`config.mk`:
```
export PLATFORM = sky130hd
export DESIGN_NAME = sig_repeater
export DESIGN_NICKNAME = d
export VERILOG_FILES = /design/src/rtl/rep_pkg.sv /design/src/rtl/rep_sync.sv /design/src/rtl/rep_timer.sv /design/src/rtl/rep_fsm.sv /design/src/rtl/sig_repeater.sv
export SDC_FILE = /design/constraint.sdc
export NUM_CORES = 1
export LEC_CHECK = 0
export BUFFER_PORTS_ARGS = -buffer_cell sky130_fd_sc_hd__buf_2
export CAP_MARGIN = 25
export CORE_MARGIN = 5
export CORE_UTILIZATION = 40
export DETAILED_ROUTE_END_ITERATION = 10
export GPL_ROUTABILITY_DRIVEN = 0
export PLACE_DENSITY = 0.71
export REMOVE_ABC_BUFFERS = 1
export SETUP_SLACK_MARGIN = 0.05
export SLEW_MARGIN = 0
export SYNTH_ARGS = -nofsm -noshare
export SYNTH_HDL_FRONTEND = slang
export SYNTH_HIERARCHICAL = 1
export SYNTH_SLANG_ARGS = --single-unit
export TNS_END_PERCENT = 1
```
`constraint.sdc`:
```
create_clock -name clk -period 1.85 [get_ports clk]
set_clock_uncertainty 0.2 [all_clocks]
set_input_delay 0.0925 -clock clk [delete_from_list [all_inputs] [get_ports clk]]
set_output_delay 0.0925 -clock clk [all_outputs]
set_load 0.005 [all_outputs]
```
`src/rtl/rep_pkg.sv`:
```
package rep_pkg;

    typedef enum logic [2:0] {
        ST_IDLE,
        ST_DRV_AB,
        ST_DRV_BA,
        ST_RELEASE,
        ST_GUARD
    } rep_state_t;

    typedef enum logic {
        DIR_AB,
        DIR_BA
    } rep_dir_t;

endpackage

```
`src/rtl/rep_sync.sv`:
```
module rep_sync #(
    parameter int STAGES = 2,
    parameter int WIDTH  = 2
) (
    input  logic             clk,
    input  logic             rst,
    input  logic [WIDTH-1:0] din,
    output logic [WIDTH-1:0] dout
);
    // Idle level of an active-low line is high, so reset to all ones.
    generate
        if (STAGES == 1) begin : g_single
            logic [WIDTH-1:0] stg_q;
            always_ff @(posedge clk) begin
                if (rst) stg_q <= '1;
                else     stg_q <= din;
            end
            assign dout = stg_q;
        end else begin : g_chain
            logic [STAGES-1:0][WIDTH-1:0] stg_q;
            always_ff @(posedge clk) begin
                if (rst) stg_q <= '1;
                else     stg_q <= {stg_q[STAGES-2:0], din};
            end
            assign dout = stg_q[STAGES-1];
        end
    endgenerate

endmodule

```
`src/rtl/rep_timer.sv`:
```
module rep_timer #(
    parameter int CW = 4
) (
    input  logic          clk,
    input  logic          rst,
    input  logic          load,
    input  logic [CW-1:0] load_val,
    output logic          zero
);
    logic [CW-1:0] cnt_q;

    always_ff @(posedge clk) begin
        if (rst)              cnt_q <= '0;
        else if (load)        cnt_q <= load_val;
        else if (cnt_q != '0) cnt_q <= cnt_q - 1'b1;
    end

    assign zero = (cnt_q == '0);

    // a loaded value is held in the counter on the next cycle
    a_r5_timer_load: assert property (@(posedge clk) disable iff (rst)
        load |=> (cnt_q == $past(load_val)));

    // a nonzero count only ever counts down by one
    a_r8_timer_step: assert property (@(posedge clk) disable iff (rst)
        (!load && !zero) |=> (cnt_q == $past(cnt_q) - 1'b1));

endmodule

```
`src/rtl/rep_fsm.sv`:
```
module rep_fsm
    import rep_pkg::*;
#(
    parameter int CW        = 4,
    parameter int FILT_CYC  = 8,
    parameter int GUARD_CYC = 6
) (
    input  logic          clk,
    input  logic          rst,
    input  logic          a_act,
    input  logic          b_act,
    input  logic          tmr_zero,
    output logic          tmr_load,
    output logic [CW-1:0] tmr_val,
    output logic          a_oe,
    output logic          a_out_n,
    output logic          b_oe,
    output logic          b_out_n
);
    localparam logic [CW-1:0] FILT_LD  = CW'(FILT_CYC - 1);
    localparam logic [CW-1:0] GUARD_LD = CW'(GUARD_CYC - 1);

    rep_state_t st_q, st_d;
    rep_dir_t   dir_q, dir_d;

    // Next state and timer control
    always_comb begin
        st_d     = st_q;
        dir_d    = dir_q;
        tmr_load = 1'b0;
        tmr_val  = FILT_LD;
        unique case (st_q)
            ST_IDLE: begin
                if (a_act) begin
                    st_d     = ST_DRV_AB;
                    dir_d    = DIR_AB;
                    tmr_load = 1'b1;
                end else if (b_act) begin
                    st_d     = ST_DRV_BA;
                    dir_d    = DIR_BA;
                    tmr_load = 1'b1;
                end
            end
            ST_DRV_AB: begin
                // only the source side (A) is looked at; B input is blocked
                if (tmr_zero && !a_act) st_d = ST_RELEASE;
            end
            ST_DRV_BA: begin
                if (tmr_zero && !b_act) st_d = ST_RELEASE;
            end
            ST_RELEASE: begin
                st_d     = ST_GUARD;
                tmr_load = 1'b1;
                tmr_val  = GUARD_LD;
            end
            ST_GUARD: begin
                if (tmr_zero) st_d = ST_IDLE;
            end
            default: st_d = ST_IDLE;
        endcase
    end

    // State register
    always_ff @(posedge clk) begin
        if (rst) begin
            st_q  <= ST_IDLE;
            dir_q <= DIR_AB;
        end else begin
            st_q  <= st_d;
            dir_q <= dir_d;
        end
    end

    // Outputs
    always_comb begin
        a_oe    = 1'b0;
        a_out_n = 1'b1;
        b_oe    = 1'b0;
        b_out_n = 1'b1;
        unique case (st_q)
            ST_IDLE:   ;
            ST_DRV_AB: begin b_oe = 1'b1; b_out_n = 1'b0; end
            ST_DRV_BA: begin a_oe = 1'b1; a_out_n = 1'b0; end
            ST_RELEASE: begin
                if (dir_q == DIR_AB) b_oe = 1'b1;
                else                 a_oe = 1'b1;
            end
            ST_GUARD:  ;
            default:   ;
        endcase
    end

    // never both segments driven
    a_r4_one_side: assert property (@(posedge clk) disable iff (rst)
        !(a_oe && b_oe));

    // a low drive on B starts only out of IDLE
    a_r2_start_from_idle: assert property (@(posedge clk) disable iff (rst)
        $rose(b_oe && !b_out_n) |-> ($past(st_q) == ST_IDLE));

    // simultaneous assertion resolves to A-to-B
    a_r3_priority: assert property (@(posedge clk) disable iff (rst)
        (st_q == ST_IDLE && a_act && b_act) |=> (b_oe && !b_out_n && !a_oe));

    // during the hold time the drive cannot end
    a_r5_filter_hold: assert property (@(posedge clk) disable iff (rst)
        (st_q == ST_DRV_AB && !tmr_zero) |=> (b_oe && !b_out_n));

    // a held source keeps the drive on
    a_r6_follow_src: assert property (@(posedge clk) disable iff (rst)
        (st_q == ST_DRV_BA && b_act) |=> (a_oe && !a_out_n));

    // a high release cycle is followed by the enable turning off
    a_r7_release_off: assert property (@(posedge clk) disable iff (rst)
        (a_oe && a_out_n) |=> !a_oe);

    // inputs are ignored while the guard count runs
    a_r8_guard_hold: assert property (@(posedge clk) disable iff (rst)
        (st_q == ST_GUARD && !tmr_zero) |=> (!a_oe && !b_oe));

endmodule

```
`src/rtl/sig_repeater.sv`:
```
module sig_repeater
    import rep_pkg::*;
#(
    parameter int FILT_CYC    = 8,
    parameter int GUARD_CYC   = 6,
    parameter int SYNC_STAGES = 2
) (
    input  logic clk,
    input  logic rst,
    input  logic a_in_n,
    input  logic b_in_n,
    output logic a_oe,
    output logic a_out_n,
    output logic b_oe,
    output logic b_out_n
);
    localparam int MAXC = (FILT_CYC > GUARD_CYC) ? FILT_CYC : GUARD_CYC;
    localparam int CW   = (MAXC < 2) ? 1 : $clog2(MAXC);

    logic [1:0]    sync_out;
    logic          a_act, b_act;
    logic          tmr_load, tmr_zero;
    logic [CW-1:0] tmr_val;

    rep_sync #(.STAGES(SYNC_STAGES), .WIDTH(2)) u_sync (
        .clk  (clk),
        .rst  (rst),
        .din  ({a_in_n, b_in_n}),
        .dout (sync_out)
    );

    assign a_act = ~sync_out[1];
    assign b_act = ~sync_out[0];

    rep_timer #(.CW(CW)) u_timer (
        .clk      (clk),
        .rst      (rst),
        .load     (tmr_load),
        .load_val (tmr_val),
        .zero     (tmr_zero)
    );

    rep_fsm #(.CW(CW), .FILT_CYC(FILT_CYC), .GUARD_CYC(GUARD_CYC)) u_fsm (
        .clk      (clk),
        .rst      (rst),
        .a_act    (a_act),
        .b_act    (b_act),
        .tmr_zero (tmr_zero),
        .tmr_load (tmr_load),
        .tmr_val  (tmr_val),
        .a_oe     (a_oe),
        .a_out_n  (a_out_n),
        .b_oe     (b_oe),
        .b_out_n  (b_out_n)
    );

    // outputs idle on the cycle after reset
    a_r1_reset_idle: assert property (@(posedge clk)
        $past(rst) |-> (!a_oe && !b_oe && a_out_n && b_out_n));

endmodule

```
# Word level (Yosys, flattened, before mapping)
# Index checks and enable logic that the tools add are counted.
dict set report totals {
  register_bits 11
  latchBits 0
  ram_bits 0
  rom_bits 0
  elab_cells 43
  mem_count 0
}
dict set report classes {
  n_addsub 1
  n_mul 0
  div 0
  order_cmp 0
  eq_ne 9
  n_shift 0
  n_mux 20
  n_bitwise 0
  n_reduce_logical 8
}
# op count
set op_table {}
lappend op_table {{$mux 3} 7}
lappend op_table {{$pmux 3 s5} 1}
lappend op_table {{$mux 1} 8}
lappend op_table {{$eq 3x2->1 const B} 2}
lappend op_table {{$logic_not 3->1} 2}
lappend op_table {{$ne 2x1->1 const B} 3}
lappend op_table {{$pmux 1 s2} 3}
lappend op_table {{$reduce_and 4->1} 1}
lappend op_table {{$eq 3x1->1 const B} 1}
lappend op_table {{$eq 3x3->1 const B} 1}
lappend op_table {{$ne 3x3->1 const B} 1}
lappend op_table {{$reduce_bool 3->1} 1}
lappend op_table {{$sub 3x1->3 const B} 1}
lappend op_table {{$logic_and 1x1->1} 2}
lappend op_table {{$mux 2} 1}
lappend op_table {{$ne 2x2->1 const B} 1}
lappend op_table {{$reduce_and 2->1} 1}
lappend op_table {{$reduce_bool 2->1} 1}

# Longest topological paths before layout
# Gate-level depths: netlist of run 1.
dict set report depth {
  ltp_word 4
  ltp_mapped 7
  depth_no_buf 7
}

# By module
# Netlist of run 1, hierarchy kept.
# module n_inst cells_each area_per_inst_um2
set modules_own_cells {}
lappend modules_own_cells {rep_fsm 1 38 295.3}
lappend modules_own_cells {rep_timer 1 22 206.4}
lappend modules_own_cells {rep_sync 1 10 120.1}
lappend modules_own_cells {sig_repeater 1 2 7.5}

# Worst setup path before layout of run 1
# OpenSTA, ideal clock, no wires.
dict set report synth_path {
  path_type {register -> register}
  startpoint {register u_sync.g_chain.stg_q, in the netlist u_sync/dout[1]}
  endpoint {register u_timer.cnt_q[0]}
  t_arrival_ps 1586
  t_required_ps 1538
  slack_ps -48
  path_stages_with_launch 8
  n_path_buf 1
  synth_period_minus_slack_ps 1898
  cell_sequence {dfxtp_1 > buf_4 > inv_1 > nor2_1 > or3_1 > a21oi_1 > nor2b_1 > a2111oi_1}
}
dict set report synth_between {
  elab_chain_len 3
  word_cells_on_any_way 4
  cone_classes {mux: 3; reduce/logical: 1}
}
# item line_no
set synth_lines {}
lappend synth_lines {{start, declared} rep_sync.sv:20} ;# logic [STAGES-1:0][WIDTH-1:0] stg_q;
lappend synth_lines {{start signal, assigned} rep_sync.sv:23} ;# else stg_q <= {stg_q[STAGES-2:0], din};
lappend synth_lines {{$mux 1 *} rep_fsm.sv:34} ;# if (a_act) begin
lappend synth_lines {{$pmux 1 s2 *} rep_fsm.sv:32} ;# unique case (st_q)
lappend synth_lines {{named net tmr_load} sig_repeater.sv:22} ;# logic tmr_load, tmr_zero;
lappend synth_lines {{$mux 3 / $reduce_bool 2->1 (equally long branches)} n/a}
lappend synth_lines {{end signal, assigned} rep_timer.sv:14} ;# else if (load) cnt_q <= load_val;
lappend synth_lines {{end signal, assigned} rep_timer.sv:15} ;# else if (cnt_q != '0) cnt_q <= cnt_q - 1'b1;
lappend synth_lines {{end, declared} rep_timer.sv:10} ;# logic [CW-1:0] cnt_q;
# Mark *: on every way through the listed nets, which the timed path passes. The rest lies on a longest branch.
# A chain may end at the register's enable or synchronous reset.

# Worst setup path in the final report of run 1
dict set report layout_path {
  startpoint {register u_sync.g_chain.stg_q, in the netlist u_sync/dout[1]}
  endpoint {register u_timer.cnt_q[1]}
}
# Same word-level chain as after synthesis.

==> impl_metrics.tcl, run 1 <==
set metrics [dict create \
    status "complete, no violations" \
    yosysSeqAreaShare_pct 35.0 \
    cap_violations 0 \
    cts-root-buf "clkbuf_4" \
    syn_inst 72 \
    whs_path_depth 1 \
    setup-tns-final_ns 0 \
    grt_pass1_vias 542 \
    rsz0062_at_grt "yes" \
    die-area_mm2 0.00247 \
    arrival_ns 1.70 \
    vdd_ir_drop_max_mv 0.596 \
    drt_iter0_markers 2 \
    rows 14 \
    synthFlopType "dfxtp_1" \
    worstRegToRegCells 7 \
    drc 0 \
    total_power_mw 0.861 \
    syn_area_per_cell_um2 8.74 \
    cp.required_ns 1.80 \
    min_period_ns 1.76 \
    grt_max_degree 14 \
    drt.antenna.violating_nets 0 \
    vias_per_cell 5.11 \
    end_kind "register" \
    top_level_ports 8 \
    die_h_um 49.7 \
    dp_hpwl_um 766 \
    nets 97 \
    power_density_mw_per_mm2 1070 \
    synth.distinct_cells 30 \
    drive_above_1_share_pct 33.3 \
    async_flop_share_pct 0 \
    worstPathMaxFanout 8 \
    hold_viol_final 0 \
    antenna_found_initial 0 \
    port_buffers 7 \
    first_pass_iters 5 \
    grt_pass1_wl_um 2050 \
    synth-seq-cells 11 \
    clk_pin_slew_ns 0.06 \
    dr_total_vias 542 \
    startpoint_type "register" \
    maxSlewViolCount 0 \
    clockBufferDepth 2 \
    hp-class "register to register" \
    finalSetupViolCount 0 \
    tritoncts "built" \
    htreeDepth 1 \
    placeableCoreArea_mm2 0.00151 \
    fp.dieW_um 49.7 \
    avgRoutedWirePerCell_um 10.9 \
    fin_crit_sh_pct 94.9 \
    utilization_pct 53.2 \
    worstSetupPathType "register to register" \
    clk_latency_ns 0.26 \
    overflow 0 \
    fmax_mhz 569 \
    cts.sinks 11 \
    grt_use_total_pct 10.3 \
    start_util_pct 41.8 \
    synth_area_um2 629 \
    antenna_cells 0 \
    ys.warnings.count 6 \
    rrSetupSlack_ns 0.09 \
    power_leakage_nw 0.335 \
    cts_buffers 3 \
    synthToLayoutAreaGrowth_pct 27.4 \
    wirelength_um 1160 \
    synth_edf_count 0 \
]
[sequential cells by signal (all words and copies together), names as in the netlist]
| name | count |
|---|---|
| u_fsm/dir_q | 1 |
| u_fsm/st_q | 3 |
| u_sync/dout | 2 |
| u_sync/g_chain.stg_q | 2 |
| u_timer/cnt_q | 3 |
[power by group]
group | internal (mW) | total (mW) | switching (mW)
sequential | 0.281 | 0.307 | 0.0258
clock | 0.0833 | 0.156 | 0.0729
combinational | 0.213 | 0.398 | 0.185
[synth_stat cells (all sizes together) (2+ instances only)]
master	count	share of area [%]
dfxtp	11	35
nand3b	2	2.4
a2111oi	2	3.2
nand2	2	1.2
nand2b	2	2.0
nor4b	2	2.8
nor2	2	1.2
a21oi	4	3.2
or3b	3	4.2
inv	7	4.2
a211oi	3	3.6
buf	6	6.4
ha	2	4.0
nor2b	7	7.0
or2	4	4.0
[per-stage QoR]
stage | worst slack (ns) | hold WS [ns] | area [µm²] | instances
6_report | 0.0936 | 0.211 | 802 | 106
2_1_floorplan | 0.0269 | -0.0396 | 589 | 66
3_3_place_gp | 0.0226 | 0.0694 | 674 | 93
4_1_cts | 0.0154 | 0.209 | 763 | 103
5_1_grt | 0.0340 | 0.241 | 802 | 106
3_5_place_dp | 0.00456 | 0.0737 | 674 | 93
[worst max-delay path, cell delays in order, from the launching register on]
cell and delay (ns):
dfxtp_1 0.30, inv_2 0.06, nor2_1 0.06, or3_1 0.32, a21oi_2 0.14, buf_6 0.14
nor4b_1 0.06, a2111oi_2 0.36
[layout by cell type, fill, tap and decap left out, types with 3 or more instances in the layout]
cell type | synthesis | final
a211oi_1 | 3 | 3
a21oi_1 | 4 | 3
buf_2 | 2 | 7
buf_4 | 4 | 7
clkbuf_4 | 0 | 3
dfxtp_1 | 11 | 10
dlygate4sd3_1 | 0 | 5
inv_1 | 7 | 5
nor2b_1 | 7 | 7
or2_1 | 4 | 4
[timing repair]
item | in CTS | in global routing
pin swaps | 0 | 3
hold buffers | 5 | 0
buffers inserted | 1 | 3
endpoints found under the hold margin | 10 | 0
resized for setup | 1 | 7
endpoints found under the setup margin | 3 | 4
[path summary, 6_finish.rpt]
path / startpoint / end
setup reg to reg: u_sync/dout[1] / u_timer/cnt_q[1]
hold reg to reg: u_sync/g_chain.stg_q[1] / u_sync/dout[1]
hold / removal: u_sync/g_chain.stg_q[1] / u_sync/dout[1]
setup / recovery: u_sync/dout[1] / u_timer/cnt_q[1]
[kinds of logic (layout without fill, tap and decap cells)]
| logic type | count (synthesis) | count (layout) | synth area share (%) |
|---|---|---|---|
| AND/OR/NAND/NOR | 30 | 30 | 31.8 |
| buffers and inverters | 14 | 31 | 11.1 |
| other | 1 | 2 | 0.596 |
| AO/OA/AOI/OAI | 14 | 14 | 17.5 |
| adder cells (fa/ha/maj) | 2 | 2 | 3.98 |
| flip-flops | 11 | 11 | 35.0 |
[cell type report]
class / instances / area (µm²)
multi-input combinational: 48 / 359
fill: 149 / 704
clock buffer: 4 / 26.3
inverter: 7 / 26.3
tap: 16 / 20.0
sequential: 11 / 221
timing repair buffer: 20 / 149
[per-layer routing]
layer  GRT usage [%]  vias up  share of wire (%)
li1                -      278                  -
met5               0        -                  0
met1            10.8      255                 46
met2            17.6        9                 48
met3            5.12        0                5.8
met4            3.49        0                  0
No activity file was read; power rests on OpenSTA's default activity.
==> run 2, diff against run 1 <==
Settings changed: CAP_MARGIN 25 to not set, RECOVER_POWER set to 25.
==> run 2 against run 1 <==
Cell count is the same. Register-to-register slack about the same. Worst hold slack did not move. Setup slack about the same. Via count stayed put. Clock power barely moved. Largest cell class unchanged.
==> impl_metrics.tcl, run 2 (synthesis results as in run 1) <==
set metrics [dict create \
    clkPwrFrac_pct 18.1 \
    power_frac_comb_pct 46.2 \
    dpl-instance-area_um2 674 \
    fp.dieW_um 49.7 \
    fin_crit_sh_pct 94.9 \
    wirelength_um 1160 \
    overflow 0 \
    critical_path_buf_inv_count 2 \
    die_h_um 49.7 \
    min_period_ns 1.76 \
    drt_iter0_markers 2 \
    clockBufferDepth 2 \
    clk_pin_slew_ns 0.06 \
    drive_above_1_share_pct 32.2 \
    vias_per_cell 5.11 \
    internal_power_mw 0.578 \
    grt_max_degree 14 \
    power_switching_mw 0.283 \
    clk_latency_ns 0.26 \
    drt.antenna.violating_nets 0 \
    die-area_mm2 0.00247 \
    hold_viol_final 0 \
    startpoint_type "register" \
    worstSetupPathType "register to register" \
    cts-root-buf "clkbuf_4" \
    first_pass_iters 5 \
    placeableCoreArea_mm2 0.00151 \
    tritoncts "built" \
    status "complete, no violations" \
    maxSlewViolCount 0 \
    worstPathMaxFanout 8 \
    grt_pass1_vias 542 \
    grt_pass1_wl_um 2050 \
    sw_frac_of_total_pct 32.9 \
    top_level_ports 8 \
    port_buffers 7 \
    dr_total_vias 542 \
    finalSetupViolCount 0 \
    rsz0062_at_grt "yes" \
    antenna_cells 0 \
    regToRegStartpoint "u_sync/dout[1]" \
    crit_slowest_cell "a2111oi_2" \
    fill_cells 148 \
    worst_slack_ns 0.0935 \
    total_power_mw 0.861 \
    avgRoutedWirePerCell_um 10.9 \
    arrival_ns 1.70 \
    cts.sinks 11 \
    end_kind "register" \
    cp_cell_sequence "inv_2 > nor2_1 > or3_1 > a21oi_2 > buf_6 > nor4b_1 > a2111oi_2" \
    cts_buffers 3 \
    power_leakage_nw 0.332 \
    drc 0 \
    dp_hpwl_um 766 \
    hold_start "u_sync/g_chain.stg_q[1]" \
    start_util_pct 41.8 \
    crit_family "compound AO/OA/AOI/OAI gates" \
    power_density_mw_per_mm2 1080 \
    seq_power_share_pct 35.6 \
    antenna_found_initial 0 \
    hp-class "register to register" \
    synthToLayoutAreaGrowth_pct 27.2 \
    setup-tns-final_ns 0 \
    place_ws_ns 0.00456 \
    grt_use_total_pct 10.3 \
    final_common_cell "dfxtp_1" \
    critPathMaxStageDelay_ns 0.36 \
    cp-startpoint "u_sync/dout[1]" \
    fin_area_um2 801 \
    mostFrequentLayoutCells "10 x dfxtp_1, 7 x nor2b_1, 7 x buf_4, 6 x buf_2" \
    fmax_mhz 569 \
    top_regs "u_fsm/st_q x3, u_timer/cnt_q x3" \
    rows 14 \
    vdd_ir_drop_max_mv 0.596 \
    cp.required_ns 1.80 \
    htreeDepth 1 \
    cap_violations 0 \
    utilization_pct 53.2 \
    nets 97 \
]
==> run 2: cell count changes in the layout (fill, tap and decap cells not counted) <==
cell / change
buf_2: -1
clkbuf_1: +1
==> run 2: metrics by stage <==
step / hold WS, ns / std cells
after floorplan: -0.0396 / 66
after global placement: 0.0694 / 93
after detailed placement: 0.0737 / 93
after CTS: 0.209 / 103
after global routing: 0.241 / 106
final: 0.211 / 106
==> run 2: area by class of cell <==
type	count	area (µm²)	share of cell area, %
multi-input combinational	48	359	44.8
sequential	11	221	27.7
timing repair buffer	20	148	18.4
tap	16	20.0	2.50
clock buffer	4	26.3	3.28
inverter	7	26.3	3.28
==> run 2: timing repair <==
action,4_1_cts,5_1_grt
hold buffers,5,0
setup endpoints to repair,3,4
resized for setup,1,7
buffers inserted,1,3
endpoints found under the hold margin,10,0
pin swaps,0,3
==> run 2: final timing paths <==
| path | endpoint | slack [ns] | cells after the start |
|---|---|---|---|
| setup / recovery | u_timer/cnt_q[1] | 0.09 | 7 |
| hold / removal | u_sync/dout[1] | 0.21 | 1 |
| setup reg to reg | u_timer/cnt_q[1] | 0.09 | 7 |
| hold reg to reg | u_sync/dout[1] | 0.21 | 1 |
==> run 2: worst register-to-register path, delay by kind of cell (launching register included) <==
| kind | cells | cell delay (ns) |
|---|---|---|
| compound gates | 2 | 0.50 |
| buf+inv | 2 | 0.20 |
| simple gates | 3 | 0.44 |
| flops | 1 | 0.30 |
==> run 2: routing by layer <==
layer,global-route usage [%],part of all wire [%],up-vias
met5,0,0,-
met4,3.49,0,0
met3,5.12,5.8,0
met2,17.6,48,9
met1,10.8,46,255
li1,-,-,278
==> run 2: power by group through the flow <==
stage          registers [mW]  clock network (mW)  logic (mW)
2_1_floorplan           0.318                   0       0.213
3_3_place_gp            0.309                   0       0.293
3_5_place_dp            0.311                   0       0.306
4_1_cts                 0.306               0.166       0.349
5_1_grt                 0.312               0.180       0.449
6_report                0.307               0.156       0.398
